--- src/rtl/phase_clk_pkg.sv ---
package phase_clk_pkg;
  typedef enum logic [1:0] {
    MD_IDLE = 2'd0,
    MD_RUN  = 2'd1,
    MD_STEP = 2'd2,
    MD_PARK = 2'd3
  } mode_e;

  localparam logic [1:0] Q_PHB  = 2'd0;
  localparam logic [1:0] Q_GAP1 = 2'd1;
  localparam logic [1:0] Q_PHA  = 2'd2;
  localparam logic [1:0] Q_GAP2 = 2'd3;
endpackage

--- src/rtl/pcc_qtr_len.sv ---
module pcc_qtr_len #(
  parameter int DIV_R1 = 4,
  parameter int DIV_R2 = 3,
  parameter int DIV_R3 = 6,
  parameter int DLY_W  = 3,
  parameter int CNT_W  = 8
) (
  input  logic [1:0]       rate_i,
  input  logic [1:0]       quarter_i,
  input  logic [DLY_W-1:0] delay_i,
  output logic [CNT_W-1:0] len_o,
  output logic             frozen_o
);
  logic [CNT_W-1:0] base;

  always_comb begin
    unique case (rate_i)
      2'd1:    base = CNT_W'(DIV_R1);
      2'd2:    base = CNT_W'(DIV_R2);
      2'd3:    base = CNT_W'(DIV_R3);
      default: base = '0;
    endcase
    // gap quarters are the odd codes
    len_o = base + (quarter_i[0] ? CNT_W'(delay_i) : '0);
  end

  assign frozen_o = (rate_i == 2'd0);
endmodule

--- src/rtl/pcc_qtr_timer.sv ---
module pcc_qtr_timer #(
  parameter int CNT_W = 8
) (
  input  logic             clk_i,
  input  logic             rst_ni,
  input  logic             restart_i,
  input  logic             en_i,
  input  logic [CNT_W-1:0] len_i,
  output logic             tick_o
);
  logic [CNT_W-1:0] cnt_q;

  // >= keeps a shortened quarter from overrunning after a rate change
  assign tick_o = en_i && ((cnt_q + CNT_W'(1)) >= len_i);

  always_ff @(posedge clk_i or negedge rst_ni) begin
    if (!rst_ni)                 cnt_q <= '0;
    else if (restart_i || tick_o) cnt_q <= '0;
    else if (en_i)               cnt_q <= cnt_q + CNT_W'(1);
  end
endmodule

--- src/rtl/pcc_seq.sv ---
module pcc_seq
  import phase_clk_pkg::*;
(
  input  logic       clk_i,
  input  logic       rst_ni,
  input  logic       run_i,
  input  logic       stop_i,
  input  logic       step_i,
  input  logic [2:0] step_size_i,
  input  logic       park_i,
  input  logic [1:0] park_q_i,
  input  logic       tick_i,
  output mode_e      mode_o,
  output logic [1:0] quarter_o,
  output logic       start_o,
  output logic       rej_o
);
  mode_e      mode_q, mode_d;
  logic [1:0] qtr_q, qtr_d;
  logic [1:0] tgt_q, tgt_d;
  logic [2:0] rem_q, rem_d;
  logic       rej_q;
  logic       idle, size_ok;
  logic       stop_go, run_go, park_go, step_go;

  assign idle    = (mode_q == MD_IDLE);
  assign size_ok = (step_size_i == 3'd1) || (step_size_i == 3'd2) || (step_size_i == 3'd4);

  // priority: stop > run > park > step
  assign stop_go = stop_i && !idle;
  assign run_go  = !stop_i && run_i && (mode_q != MD_RUN);
  assign park_go = !stop_i && !run_i && park_i &&
                   ((mode_q == MD_RUN) || (idle && (park_q_i != qtr_q)));
  assign step_go = step_i && !stop_i && !run_i && !park_i && idle && size_ok;

  assign start_o = idle && (run_go || park_go || step_go);

  always_comb begin
    mode_d = mode_q;
    qtr_d  = qtr_q;
    tgt_d  = tgt_q;
    rem_d  = rem_q;
    if (tick_i) begin
      qtr_d = qtr_q + 2'd1;
      unique case (mode_q)
        MD_STEP: begin
          rem_d = rem_q - 3'd1;
          if (rem_q == 3'd1) mode_d = MD_IDLE;
        end
        MD_PARK: if (qtr_d == tgt_q) mode_d = MD_IDLE;
        default: ;
      endcase
    end
    if (stop_go) begin
      mode_d = MD_IDLE;
    end else if (run_go) begin
      mode_d = MD_RUN;
    end else if (park_go) begin
      tgt_d  = park_q_i;
      mode_d = (qtr_d == park_q_i) ? MD_IDLE : MD_PARK;
    end else if (step_go) begin
      rem_d  = step_size_i;
      mode_d = MD_STEP;
    end
  end

  always_ff @(posedge clk_i or negedge rst_ni) begin
    if (!rst_ni) begin
      mode_q <= MD_IDLE;
      qtr_q  <= Q_PHB;
      tgt_q  <= Q_PHB;
      rem_q  <= '0;
      rej_q  <= 1'b0;
    end else begin
      mode_q <= mode_d;
      qtr_q  <= qtr_d;
      tgt_q  <= tgt_d;
      rem_q  <= rem_d;
      rej_q  <= step_i && !step_go;
    end
  end

  assign mode_o    = mode_q;
  assign quarter_o = qtr_q;
  assign rej_o     = rej_q;
endmodule

--- src/rtl/pcc_phase_out.sv ---
module pcc_phase_out
  import phase_clk_pkg::*;
(
  input  logic       clk_i,
  input  logic       rst_ni,
  input  logic       start_i,
  input  logic [1:0] quarter_i,
  output logic       phi_a_o,
  output logic       phi_b_o
);
  logic drv_q;

  // outputs stay quiet until the first movement
  always_ff @(posedge clk_i or negedge rst_ni) begin
    if (!rst_ni)      drv_q <= 1'b0;
    else if (start_i) drv_q <= 1'b1;
  end

  assign phi_a_o = drv_q && (quarter_i == Q_PHA);
  assign phi_b_o = drv_q && (quarter_i == Q_PHB);
endmodule

--- src/rtl/phase_clk_ctrl.sv ---
module phase_clk_ctrl
  import phase_clk_pkg::*;
#(
  parameter int DIV_R1 = 4,
  parameter int DIV_R2 = 3,
  parameter int DIV_R3 = 6,
  parameter int DLY_W  = 3,
  parameter int CNT_W  = 8
) (
  input  logic             clk_i,
  input  logic             rst_ni,
  input  logic             run_i,
  input  logic             stop_i,
  input  logic             step_i,
  input  logic [2:0]       step_size_i,
  input  logic             park_i,
  input  logic [1:0]       park_q_i,
  input  logic [1:0]       rate_i,
  input  logic [DLY_W-1:0] delay_i,
  output logic             phi_a_o,
  output logic             phi_b_o,
  output logic [1:0]       quarter_o,
  output logic             quarter_vld_o,
  output logic             running_o,
  output logic             busy_o,
  output logic             step_rej_o
);
  mode_e            mode;
  logic [CNT_W-1:0] len;
  logic             frozen, tick, start;

  pcc_qtr_len #(
    .DIV_R1(DIV_R1), .DIV_R2(DIV_R2), .DIV_R3(DIV_R3),
    .DLY_W(DLY_W), .CNT_W(CNT_W)
  ) u_len (
    .rate_i   (rate_i),
    .quarter_i(quarter_o),
    .delay_i  (delay_i),
    .len_o    (len),
    .frozen_o (frozen)
  );

  pcc_qtr_timer #(.CNT_W(CNT_W)) u_timer (
    .clk_i    (clk_i),
    .rst_ni   (rst_ni),
    .restart_i(start),
    .en_i     ((mode != MD_IDLE) && !frozen),
    .len_i    (len),
    .tick_o   (tick)
  );

  pcc_seq u_seq (
    .clk_i      (clk_i),
    .rst_ni     (rst_ni),
    .run_i      (run_i),
    .stop_i     (stop_i),
    .step_i     (step_i),
    .step_size_i(step_size_i),
    .park_i     (park_i),
    .park_q_i   (park_q_i),
    .tick_i     (tick),
    .mode_o     (mode),
    .quarter_o  (quarter_o),
    .start_o    (start),
    .rej_o      (step_rej_o)
  );

  pcc_phase_out u_out (
    .clk_i    (clk_i),
    .rst_ni   (rst_ni),
    .start_i  (start),
    .quarter_i(quarter_o),
    .phi_a_o  (phi_a_o),
    .phi_b_o  (phi_b_o)
  );

  assign running_o     = (mode == MD_RUN);
  assign busy_o        = (mode == MD_STEP) || (mode == MD_PARK);
  assign quarter_vld_o = (mode == MD_IDLE);
endmodule

--- config.mk ---
export PLATFORM = sky130hd
export DESIGN_NAME = phase_clk_ctrl
export DESIGN_NICKNAME = d
export VERILOG_FILES = /design/src/rtl/phase_clk_pkg.sv /design/src/rtl/pcc_qtr_len.sv /design/src/rtl/pcc_qtr_timer.sv /design/src/rtl/pcc_seq.sv /design/src/rtl/pcc_phase_out.sv /design/src/rtl/phase_clk_ctrl.sv
export SDC_FILE = /design/constraint.sdc
export NUM_CORES = 1
export LEC_CHECK = 0
export BUFFER_PORTS_ARGS = -buffer_cell sky130_fd_sc_hd__clkbuf_2
export CAP_MARGIN = 15
export CORE_MARGIN = 3
export CORE_UTILIZATION = 30
export CTS_BUF_LIST = sky130_fd_sc_hd__clkbuf_8
export DETAILED_ROUTE_END_ITERATION = 7
export SLEW_MARGIN = 30
export SYNTH_ARGS = -nofsm -noshare
export SYNTH_HDL_FRONTEND = slang
export SYNTH_HIERARCHICAL = 1
export SYNTH_SLANG_ARGS = --single-unit
--- constraint.sdc ---
create_clock -name clk_i -period 3.8 [get_ports clk_i]
set_clock_uncertainty 0.1 [all_clocks]
set_input_delay 0.95 -clock clk_i [delete_from_list [all_inputs] [get_ports clk_i]]
set_output_delay 0.95 -clock clk_i [all_outputs]
set_load 0.02 [all_outputs]
==> metrics, run 1 <==
Inserted Diodes=0; Root Buffer Master=clkbuf_8; Cell Area, Placed=~0.0019 mm^2; overall power=between 0.001 and 0.0015 W; initial antenna violation count=0; Post-Route Utilization=between 30% and 40%; Mapped Cells=roughly 180; Vias=1278; maximum vdd drop=0.0002943 V; Setup Buffers After CTS=0; Yosys warnings=6; RD Place Congestion=about 0.75; Mapped Avg Cell Area=9.484 um^2; Nets=approximately 230; Hold Path Class=flip-flop to flip-flop; All-Layer GR Usage=10.56%; sequential fraction of the synthesis area=28.49%; hold_buf cts=0; max-capacitance violation count=0; Ports=24; Worst Path Required=3.84 ns; Avg WL per Cell=11.45 um; antenna-violating nets left=0; Post-synth EDFFs=0; most common cell after layout, fill and taps aside=clkbuf_2; grt ovf=0; Primary FF master, synth=dfrtp_1; Synth top area share=28.49%; Synth Area in XOR/XNOR=8.771%; full die area=approximately 0.0065 mm^2; commonest non-fill, non-tap cells in the layout=clkbuf_2, inv_1, dfrtp_1; crit end category=flip-flop; crit path max-delay cell type=or3_1; fraction of layout cells with a size suffix above 1=a little under a third; combinational family with the most area after synthesis=simple AND/OR/NAND/NOR gates; status=finished clean; Netlist cell types=54; First-pass DRT Iterations=4; post-cts resize count=0; Crit Path Class=input pin to flip-flop; Area contributors post-synth=dfrtp_1, ha_1, xnor2_1, inv_1, mux2_2; Max stage delay on crit path=approximately 0.35 ns; Max FO, Critical Path=6; Worst-Margin Slew=0.5013 ns; Placeable Area=0.005238 mm^2; synthesized area=roughly 0.0017 mm^2; Syn-to-layout area delta=16.19%; Num CTS Buffers=3; Tmin final=~3.5 ns; Detailed Route Iter0 Violations=43; row count=26; CTS tree=yes; Die Y-Extent=80.59 um; Clock Latency Late Sink=approximately 0.25 ns; Startpoint Class=input pin; Total Wirelength=3114 um; clock tree sinks=19; Async S/R FF share, synth=between 90% and 100%; mux cell area share after synthesis=between 4 and 5%; fmax=0.2833 GHz; largest net degree at the start of global routing=20; Chip Width=80.59 um; final period utilization=92.90%; Synth Area in Compound Gates=15.22%; Critical Path AT=~3.6 ns; dpl hpwl=2522 um; relative slew slack=66.58%; Synth area leader=dfrtp_1; H-tree depth=1; initial core utilization=31.87%; # DRC=0; final hold viol count=0; Post-Synth Simple-Gate Area=around 23%; P_leak=0.9003 nW; Worst-path clk slew=roughly 0.070 ns; clk buf depth=2; first-pass GRT wire length=5540 um; FILL cells=550; CP cell instances=clkbuf_2 -> inv_2 -> nor2_2 -> ha_2 -> inv_1 -> fa_2 -> xnor2_1 -> inv_1 -> ha_4 -> a211oi_2 -> o21ai_1 -> a21oi_4 -> nor2b_4 -> nand2b_1 -> mux2i_1 -> a211oi_2 -> or3_1; post-DR vias/cell=4.699; Final Cell Area=0.001939 mm^2; PwrDens=522.6 mW/mm^2; final setup fails=0; Synth Register Bits=19; Final Max Tran Viols=0; vias in the first global route=1268; PortBufs=23; RSZ-0062 raised after global routing=false; Adder-Cell Fraction of Synth Area=11.69%
## power breakdown
group | internal, W | switching [W] | leakage [nW]
clock network | 0.0000718 | 0.0000654 | 0.0269
registers | 0.000262 | 0.0000810 | 0.239
logic | 0.000245 | 0.000288 | 0.634
## state kept, by name, summed over array words and instances, names as in the netlist
register         count
u_seq/quarter_o      2
u_seq/rem_q          3
u_seq/rej_o          1
u_out/drv_q          1
u_seq/mode_o         2
u_seq/tgt_q          2
u_timer/cnt_q        8
## path summary, 6_finish.rpt
| check | from | endpoint | slack [ns] | cells after the start |
|---|---|---|---|---|
| min in group asynchronous | rst_ni | u_seq/rem_q[1]$_DFF_PN0_ | 0.55 | 1 |
| max reg2reg | u_seq/quarter_o[0]$_DFF_PN0_ | u_seq/mode_o[1]$_DFFE_PN0P_ | 0.68 | 15 |
| max in group asynchronous | rst_ni | u_timer/cnt_q[7]$_DFFE_PN0P_ | 2.71 | 1 |
| max | rate_i[1] | u_seq/mode_o[1]$_DFFE_PN0P_ | 0.27 | 17 |
| min reg2reg | u_out/drv_q$_DFFE_PN0P_ | u_out/drv_q$_DFFE_PN0P_ | 0.38 | 1 |
| min | u_out/drv_q$_DFFE_PN0P_ | u_out/drv_q$_DFFE_PN0P_ | 0.38 | 1 |
## Yosys cell counts, types with 3 or more instances
master    count
a21oi_1       8
nand3_1       3
nand2b_1      5
xor2_1        5
mux2_2        5
nand4_1       3
nand4b_1      3
dfrtp_1      19
inv_1        18
o21ai_0       7
nor2b_1       5
nor2_1       10
xnor2_1       8
ha_1         14
clkbuf_1      3
buf_2         3
nand2_1       7
buf_4         5
## through the flow
| step | TNS, ns | hold slack (ns) | setup WS [ns] | cells |
|---|---|---|---|---|
| 2_1_floorplan | 0 | 0.3387 | 0.03602 | 179 |
| 3_3_place_gp | 0 | 0.3641 | 0.003834 | 268 |
| 3_5_place_dp | -0.03799 | 0.3737 | -0.03799 | 268 |
| 4_1_cts | 0 | 0.3923 | 0.2175 | 272 |
| 5_1_grt | 0 | 0.4150 | 0.03810 | 272 |
| 6_report | 0 | 0.3828 | 0.2697 | 272 |
## critical path, delay by kind of cell
family / cells / cell delay (ns)
mux: 1 / 0.21
compound gates: 4 / 0.59
simple gates: 4 / 0.66
xor+xnor: 1 / 0.16
buf+inv: 4 / 0.27
fa+ha+maj: 3 / 0.72
## cell type report
| type | count | area [um^2] | area share, % |
|---|---|---|---|
| flip-flops and latches | 19 | 475.5 | 24.52 |
| clock inverters | 1 | 3.754 | 0.1935 |
| multi-input cells | 130 | 1092 | 56.32 |
| inverters | 19 | 71.32 | 3.677 |
| clock buffers | 3 | 41.29 | 2.129 |
| well taps | 70 | 87.58 | 4.516 |
| repair buffers | 30 | 167.7 | 8.645 |
## cells by family after synthesis
kind of cell / count (synthesis)
other: 1
buffers and inverters: 30
adders and majority gates: 15
and+or+nand+nor: 57
DFF: 19
muxes: 7
AOI/OAI and AO/OA: 32
xor gates and xnor gates: 15
## routing by layer
| layer | GRT usage (%) | part of all wire (%) | vias to the layer above |
|---|---|---|---|
| li1 | - | - | 649 |
| met1 | 13.58 | 47 | 609 |
| met2 | 18.38 | 50 | 18 |
| met3 | 1.009 | 2.2 | 2 |
| met4 | 3.547 | 0.64 | 0 |
| met5 | 0 | 0 | - |
(Power assumes the default switching activity.)
==> run 2, diff against run 1 <==
GPL_TIMING_DRIVEN = 0   (was not set)
==> run 2 against run 1 <==
Net effect: global-route usage down 0.24 points; via count up 0.16%; non-clock buffer count up 6; total power up 3.3%; hold slack worse by 0.0016 ns; sequential power about the same; critical endpoint unchanged; highest routed layer unchanged.
==> metrics, run 2 (synthesis results as in run 1) <==
crit path max-delay cell type=or3_1; CTS tree=yes; Startpoint Class=input pin; Critical Path AT=3.72 ns (+0.15 ns); Hold Path Class=flip-flop to flip-flop; fraction of layout cells with a size suffix above 1=33.17% (+2.5 points); most common cell after layout, fill and taps aside=clkbuf_2; area of the multi-input gates=0.001102 mm^2 (+0.92%); Max FO, Critical Path=8 (+2); Root Buffer Master=clkbuf_8; # DRC=0 (unchanged); fmax=0.2709 GHz (-4.4%); CP delay by family, top=adder cells; Max stage delay on crit path=0.36 ns (about the same); RD Place Congestion=0.7811 (+4.2%); Sequential Power Share=32.6% (-1.3 points); Die Y-Extent=80.59 um (unchanged); largest net degree at the start of global routing=20 (unchanged); register bank with the most flops=u_timer/cnt_q; internal power=0.0005957 W (+2.9%); Chip Width=80.59 um (unchanged); Nets=240 (+2.6%); Final Max Tran Viols=0 (unchanged); clock tree sinks=19 (unchanged); Crit Path Class=input pin to flip-flop; maximum vdd drop=0.0003220 V (+9.4%); full die area=0.006495 mm^2 (unchanged); Syn-to-layout area delta=18.82%; final period utilization=97.14% (+4.2 points); worst reg2reg startpoint=u_seq/quarter_o[0]$_DFF_PN0_; dpl hpwl=2454 um (-2.7%); final setup fails=0 (unchanged); row count=26 (unchanged); P_leak=0.9233 nW (+2.6%); reg2reg end=u_seq/mode_o[1]$_DFFE_PN0P_; hold_buf cts=0 (unchanged); crit end category=flip-flop; commonest non-fill, non-tap cells in the layout=clkbuf_2, dfrtp_1, inv_1; Avg WL per Cell=11.21 um (-2.1%); First-pass DRT Iterations=5 (+1); CP cell instances=clkbuf_2 -> inv_2 -> nor2_2 -> ha_2 -> inv_1 -> fa_2 -> xnor2_2 -> inv_1 -> ha_4 -> a211oi_2 -> o21ai_2 -> a21oi_4 -> nor2b_2 -> buf_6 -> nand2b_1 -> mux2i_2 -> a211oi_2 -> or3_1; max-capacitance violation count=0 (unchanged); first-pass GRT wire length=5437 um (-1.9%); status=finished clean; reg2reg setup slack=0.44 ns (-0.24 ns); Worst-path clk slew=0.07 ns (about the same); antenna-violating nets left=0 (unchanged); Placeable Area=0.005238 mm^2 (unchanged); Final Cell Area=0.001983 mm^2 (+2.3%); Inserted Diodes=0 (unchanged); startpoint of the worst hold path=u_out/drv_q$_DFFE_PN0P_; Switching Fraction=43.09% (+0.23 points); crit path to=u_seq/mode_o[1]$_DFFE_PN0P_; max reg flops=8 (unchanged); post-DR vias/cell=4.604 (-2.0%); Total Wirelength=3116 um (about the same); Regs by FF count=u_timer/cnt_q x8, u_seq/rem_q x3; All-Layer GR Usage=10.32% (-0.24 points); Comb power frac=54.0% (+1.4 points); Tmin final=3.691 ns (+0.1610 ns); total negative slack=0 ns (unchanged); grt ovf=0 (unchanged); sw power=0.0004510 W (+3.8%); H-tree depth=1 (unchanged); Reg area=475.5 um^2 (unchanged); Ports=24 (unchanged); crit path from=rate_i[1]; final hold viol count=0 (unchanged); Worst Path Required=3.83 ns (about the same); CP bufs+invs=5 (+1); overall power=0.001047 W (+3.3%); PwrDens=527.8 mW/mm^2 (+1.0%); PortBufs=23 (unchanged); WP depth=18 (+1); Clock Latency Late Sink=0.25 ns (about the same); FILL cells=546 (-0.73%); Vias=1280 (+0.16%); Worst Reg-to-Reg Cells=16 (+1); initial antenna violation count=0 (unchanged); Detailed Route Iter0 Violations=31 (-28%); Place WS=-0.4156 ns (-0.3776 ns); initial core utilization=31.87% (unchanged); vias in the first global route=1297 (+2.3%); Clock power frac=13.4% (about the same); Final WS setup=0.1087 ns (-0.1610 ns); Cell Area, Placed=0.001907 mm^2 (+0.93%); clk buf depth=2 (unchanged); Worst Hold Path Cells=1 (unchanged); Num CTS Buffers=3 (unchanged)
[run 2: cell types whose count changed in the layout (fill, tap and decap cells not counted), sizes merged]
cell    change
clkbuf      +3
buf         +3
clkinv      +1
inv         -1
[run 2: power by group through the flow]
stage	sequential (W)	clock (W)	combinational [W]
floorplan	0.000343	0	0.000417
global route	0.000352	0.000159	0.000633
global placement	0.000344	0	0.000535
detailed placement	0.000346	0	0.000549
finish	0.000341	0.000140	0.000565
CTS	0.000343	0.000149	0.000565
[run 2: how the worst min path moves through the flow]
stage                                    endpoint  slack [ns]
after floorplan           u_out/drv_q$_DFFE_PN0P_        0.34
after global placement    u_out/drv_q$_DFFE_PN0P_        0.36
after detailed placement  u_out/drv_q$_DFFE_PN0P_        0.37
after CTS                 u_out/drv_q$_DFFE_PN0P_        0.39
after global routing      u_out/drv_q$_DFFE_PN0P_        0.42
final                     u_out/drv_q$_DFFE_PN0P_        0.38
[run 2: cell type report]
cell class	instances	area share, %
multi-input cells	130	55.58
inverters	19	3.596
plain buffers	11	3.533
flip-flops and latches	19	23.97
clock inverters	1	0.2524
repair buffers	25	6.562
well taps	70	4.416
clock buffers	3	2.082
[run 2: timing repair]
item,CTS,global route
resized for setup,2,2
setup endpoints to repair,1,1
pin swaps,1,5
buffers inserted,1,1
[run 2: layer usage]
layer  part of all wire, %  routed length, um  global-route usage, %
met2                    49               1526                  18.63
met1                    46               1427                  12.45
met3                   3.0                 95                  1.457
met4                   2.1                 66                  3.378
met5                     0                  0                      0
[run 2: metrics by stage]
stage	hold WS, ns	utilization (%)	instances
detailed placement	0.3682	36.41	272
floorplan	0.3387	-	179
finish	0.3812	37.86	278
global route	0.4179	37.86	278
CTS	0.3886	37.51	277
global placement	0.3638	36.41	272
==> run 3, diff against run 2 <==
clock period = 4.2 ns   (was 3.8 ns; I/O delays follow)
==> run 3 against run 2 <==
Net effect: utilization is 0.17 points lower; total power fell by 10%; sequential share of layout area grew 0.11 points; global-route usage up 0.56 points; critical endpoint unchanged; largest power group unchanged.
==> metrics, run 3 (synthesis results as in run 1) <==
worst reg2reg startpoint=u_seq/quarter_o[0]$_DFF_PN0_; hold_ws=0.3885 ns (+0.007283 ns); PortBufs=23 (unchanged); max-capacitance violation count=0 (unchanged); Regs by FF count=u_timer/cnt_q x8, u_seq/rem_q x3; status=finished clean; CTS tree=yes; Final WS setup=0.2199 ns (+0.1112 ns); Clock power frac=13.9% (+0.5 points); sw power=0.0004059 W (-10%); Root Buffer Master=clkbuf_8; antenna-violating nets left=0 (unchanged); Worst Hold Path Cells=1 (unchanged); fmax=0.2512 GHz; post-DR vias/cell=4.611 (+0.14%); Vias=1291 (+0.86%); clk buf depth=2 (unchanged); reg2reg setup slack=0.63 ns (+0.19 ns); Detailed Route Iter0 Violations=63 (+100%); Avg WL per Cell=11.21 um (about the same); hold worst-path end=u_out/drv_q$_DFFE_PN0P_; reg2reg end=u_seq/mode_o[1]$_DFFE_PN0P_; clock tree sinks=19 (unchanged); Crit Path Class=input pin to flip-flop; largest net degree at the start of global routing=20 (unchanged); Switching Fraction=43.13% (+0.044 points); Num CTS Buffers=3 (unchanged); most common cell after layout, fill and taps aside=clkbuf_2; final period utilization=around 95%; Final Max Tran Viols=0 (unchanged); Syn-to-layout area delta=18.29%; Clock Latency Late Sink=0.26 ns (about the same); P_leak=0.9293 nW (+0.65%); Sequential Power Share=33.0% (+0.4 points); Final Cell Area=0.001974 mm^2 (-0.44%); All-Layer GR Usage=10.88% (+0.56 points); Max stage delay on crit path=0.37 ns (about the same); startpoint of the worst hold path=u_out/drv_q$_DFFE_PN0P_; Post-Route Utilization=37.70% (-0.17 points); # DRC=0 (unchanged); Total Wirelength=3139 um (+0.74%); fraction of layout cells with a size suffix above 1=32.38% (-0.79 points); final setup fails=0 (unchanged); vias in the first global route=1270 (-2.1%); First-pass DRT Iterations=4 (-1); Chip Width=80.59 um (unchanged); commonest non-fill, non-tap cells in the layout=clkbuf_2, dfrtp_1, inv_1; PwrDens=476.6 mW/mm^2 (-9.7%); initial antenna violation count=0 (unchanged); internal power=0.0005351 W (-10%); row count=26 (unchanged); first-pass GRT wire length=5664 um (+4.2%); Hold Path Class=flip-flop to flip-flop; Worst Path Required=4.24 ns (+0.41 ns); Comb power frac=53.1% (-0.9 points); RD Place Congestion=0.7550 (-3.3%); Startpoint Class=input pin; initial core utilization=31.87% (unchanged); grt ovf=0 (unchanged); max reg flops=8 (unchanged); Ports=24 (unchanged); Max FO, Critical Path=8 (unchanged); Worst-path clk slew=0.07 ns (about the same); Place WS=-0.1891 ns (+0.2266 ns); Critical Path AT=4.02 ns (+0.30 ns); Inserted Diodes=0 (unchanged); crit end category=flip-flop; Placeable Area=0.005238 mm^2 (unchanged); dpl hpwl=2425 um (-1.2%); CP cell instances=clkbuf_2 -> inv_2 -> nor2_2 -> ha_1 -> inv_1 -> fa_1 -> xnor2_1 -> inv_1 -> ha_1 -> a211oi_2 -> o21ai_2 -> a21oi_4 -> nor2b_2 -> buf_2 -> nand2b_1 -> mux2i_2 -> a211oi_2 -> or3_1; final hold viol count=0 (unchanged); Cell Area, Placed=0.001883 mm^2 (-1.2%); Tmin final=3.980 ns; hold_buf cts=0 (unchanged); Die Y-Extent=80.59 um (unchanged); Worst Reg-to-Reg Cells=16 (unchanged); maximum vdd drop=0.0001526 V (-53%); H-tree depth=1 (unchanged); crit path max-delay cell type=fa_1; register bank with the most flops=u_timer/cnt_q; Nets=242 (+0.83%); full die area=0.006495 mm^2 (unchanged)
-- run 3: cell count changes in the layout (fill, tap and decap cells not counted), sizes merged --
cell,change
buf,+2
-- run 3: worst max-delay path by stage --
stage,start,end,slack [ns]
finish,rate_i[1],u_seq/mode_o[1]$_DFFE_PN0P_,0.22
global route,rate_i[1],u_seq/mode_o[1]$_DFFE_PN0P_,-0.03
CTS,rate_i[1],u_seq/mode_o[1]$_DFFE_PN0P_,0.07
detailed placement,rate_i[1],u_seq/mode_o[1]$_DFFE_PN0P_,-0.19
global placement,rate_i[1],u_seq/mode_o[1]$_DFFE_PN0P_,-0.19
floorplan,rate_i[1],u_seq/mode_o[1]$_DFFE_PN0P_,0.20
-- run 3: power by group through the flow --
stage,Clock [W],Combinational [W],Sequential [W]
CTS,0.000135,0.000481,0.000311
finish,0.000130,0.000500,0.000311
floorplan,0,0.000365,0.000310
global placement,0,0.000472,0.000312
detailed placement,0,0.000478,0.000314
global route,0.000146,0.000568,0.000322
-- run 3: what timing repair did --
action,4_1_cts,5_1_grt
endpoints found under the setup margin,0,2
setup buffers,0,4
resized for setup,0,4
-- run 3: layer usage --
layer | up-vias | share of wire [%] | global-route usage, %
li1 | 666 | - | -
met1 | 602 | 51 | 15.32
met4 | 0 | 0.76 | 3.041
met2 | 19 | 45 | 16.80
met3 | 4 | 3.1 | 2.130
met5 | - | 0 | 0
-- run 3: through the flow --
step / setup TNS [ns] / total power (W) / cells
finish: 0 / 0.0009410 / 280
floorplan: 0 / 0.0006747 / 179
global route: -0.02771 / 0.001036 / 280
CTS: 0 / 0.0009269 / 276
global placement: -0.2724 / 0.0007833 / 272
detailed placement: -0.2717 / 0.0007922 / 272
-- run 3: final cells by class --
cell class	count	area, um^2
multi-input cells	130	1085
flip-flops and latches	19	475.5
clock inverters	1	5.005
repair buffers	27	145.1
plain buffers	11	63.81
clock buffers	3	41.29
well taps	70	87.58
inverters	19	71.32
fillers	548	3263
-- run 3: critical path: cells and delay by family --
family	cells	cell delay [ns]
multiplexers	1	0.19
AND/OR/NAND/NOR	4	0.70
AO/OA/AOI/OAI	4	0.65
adder cells (fa/ha/maj)	3	0.84
buffers and inverters	5	0.44
XOR/XNOR	1	0.14
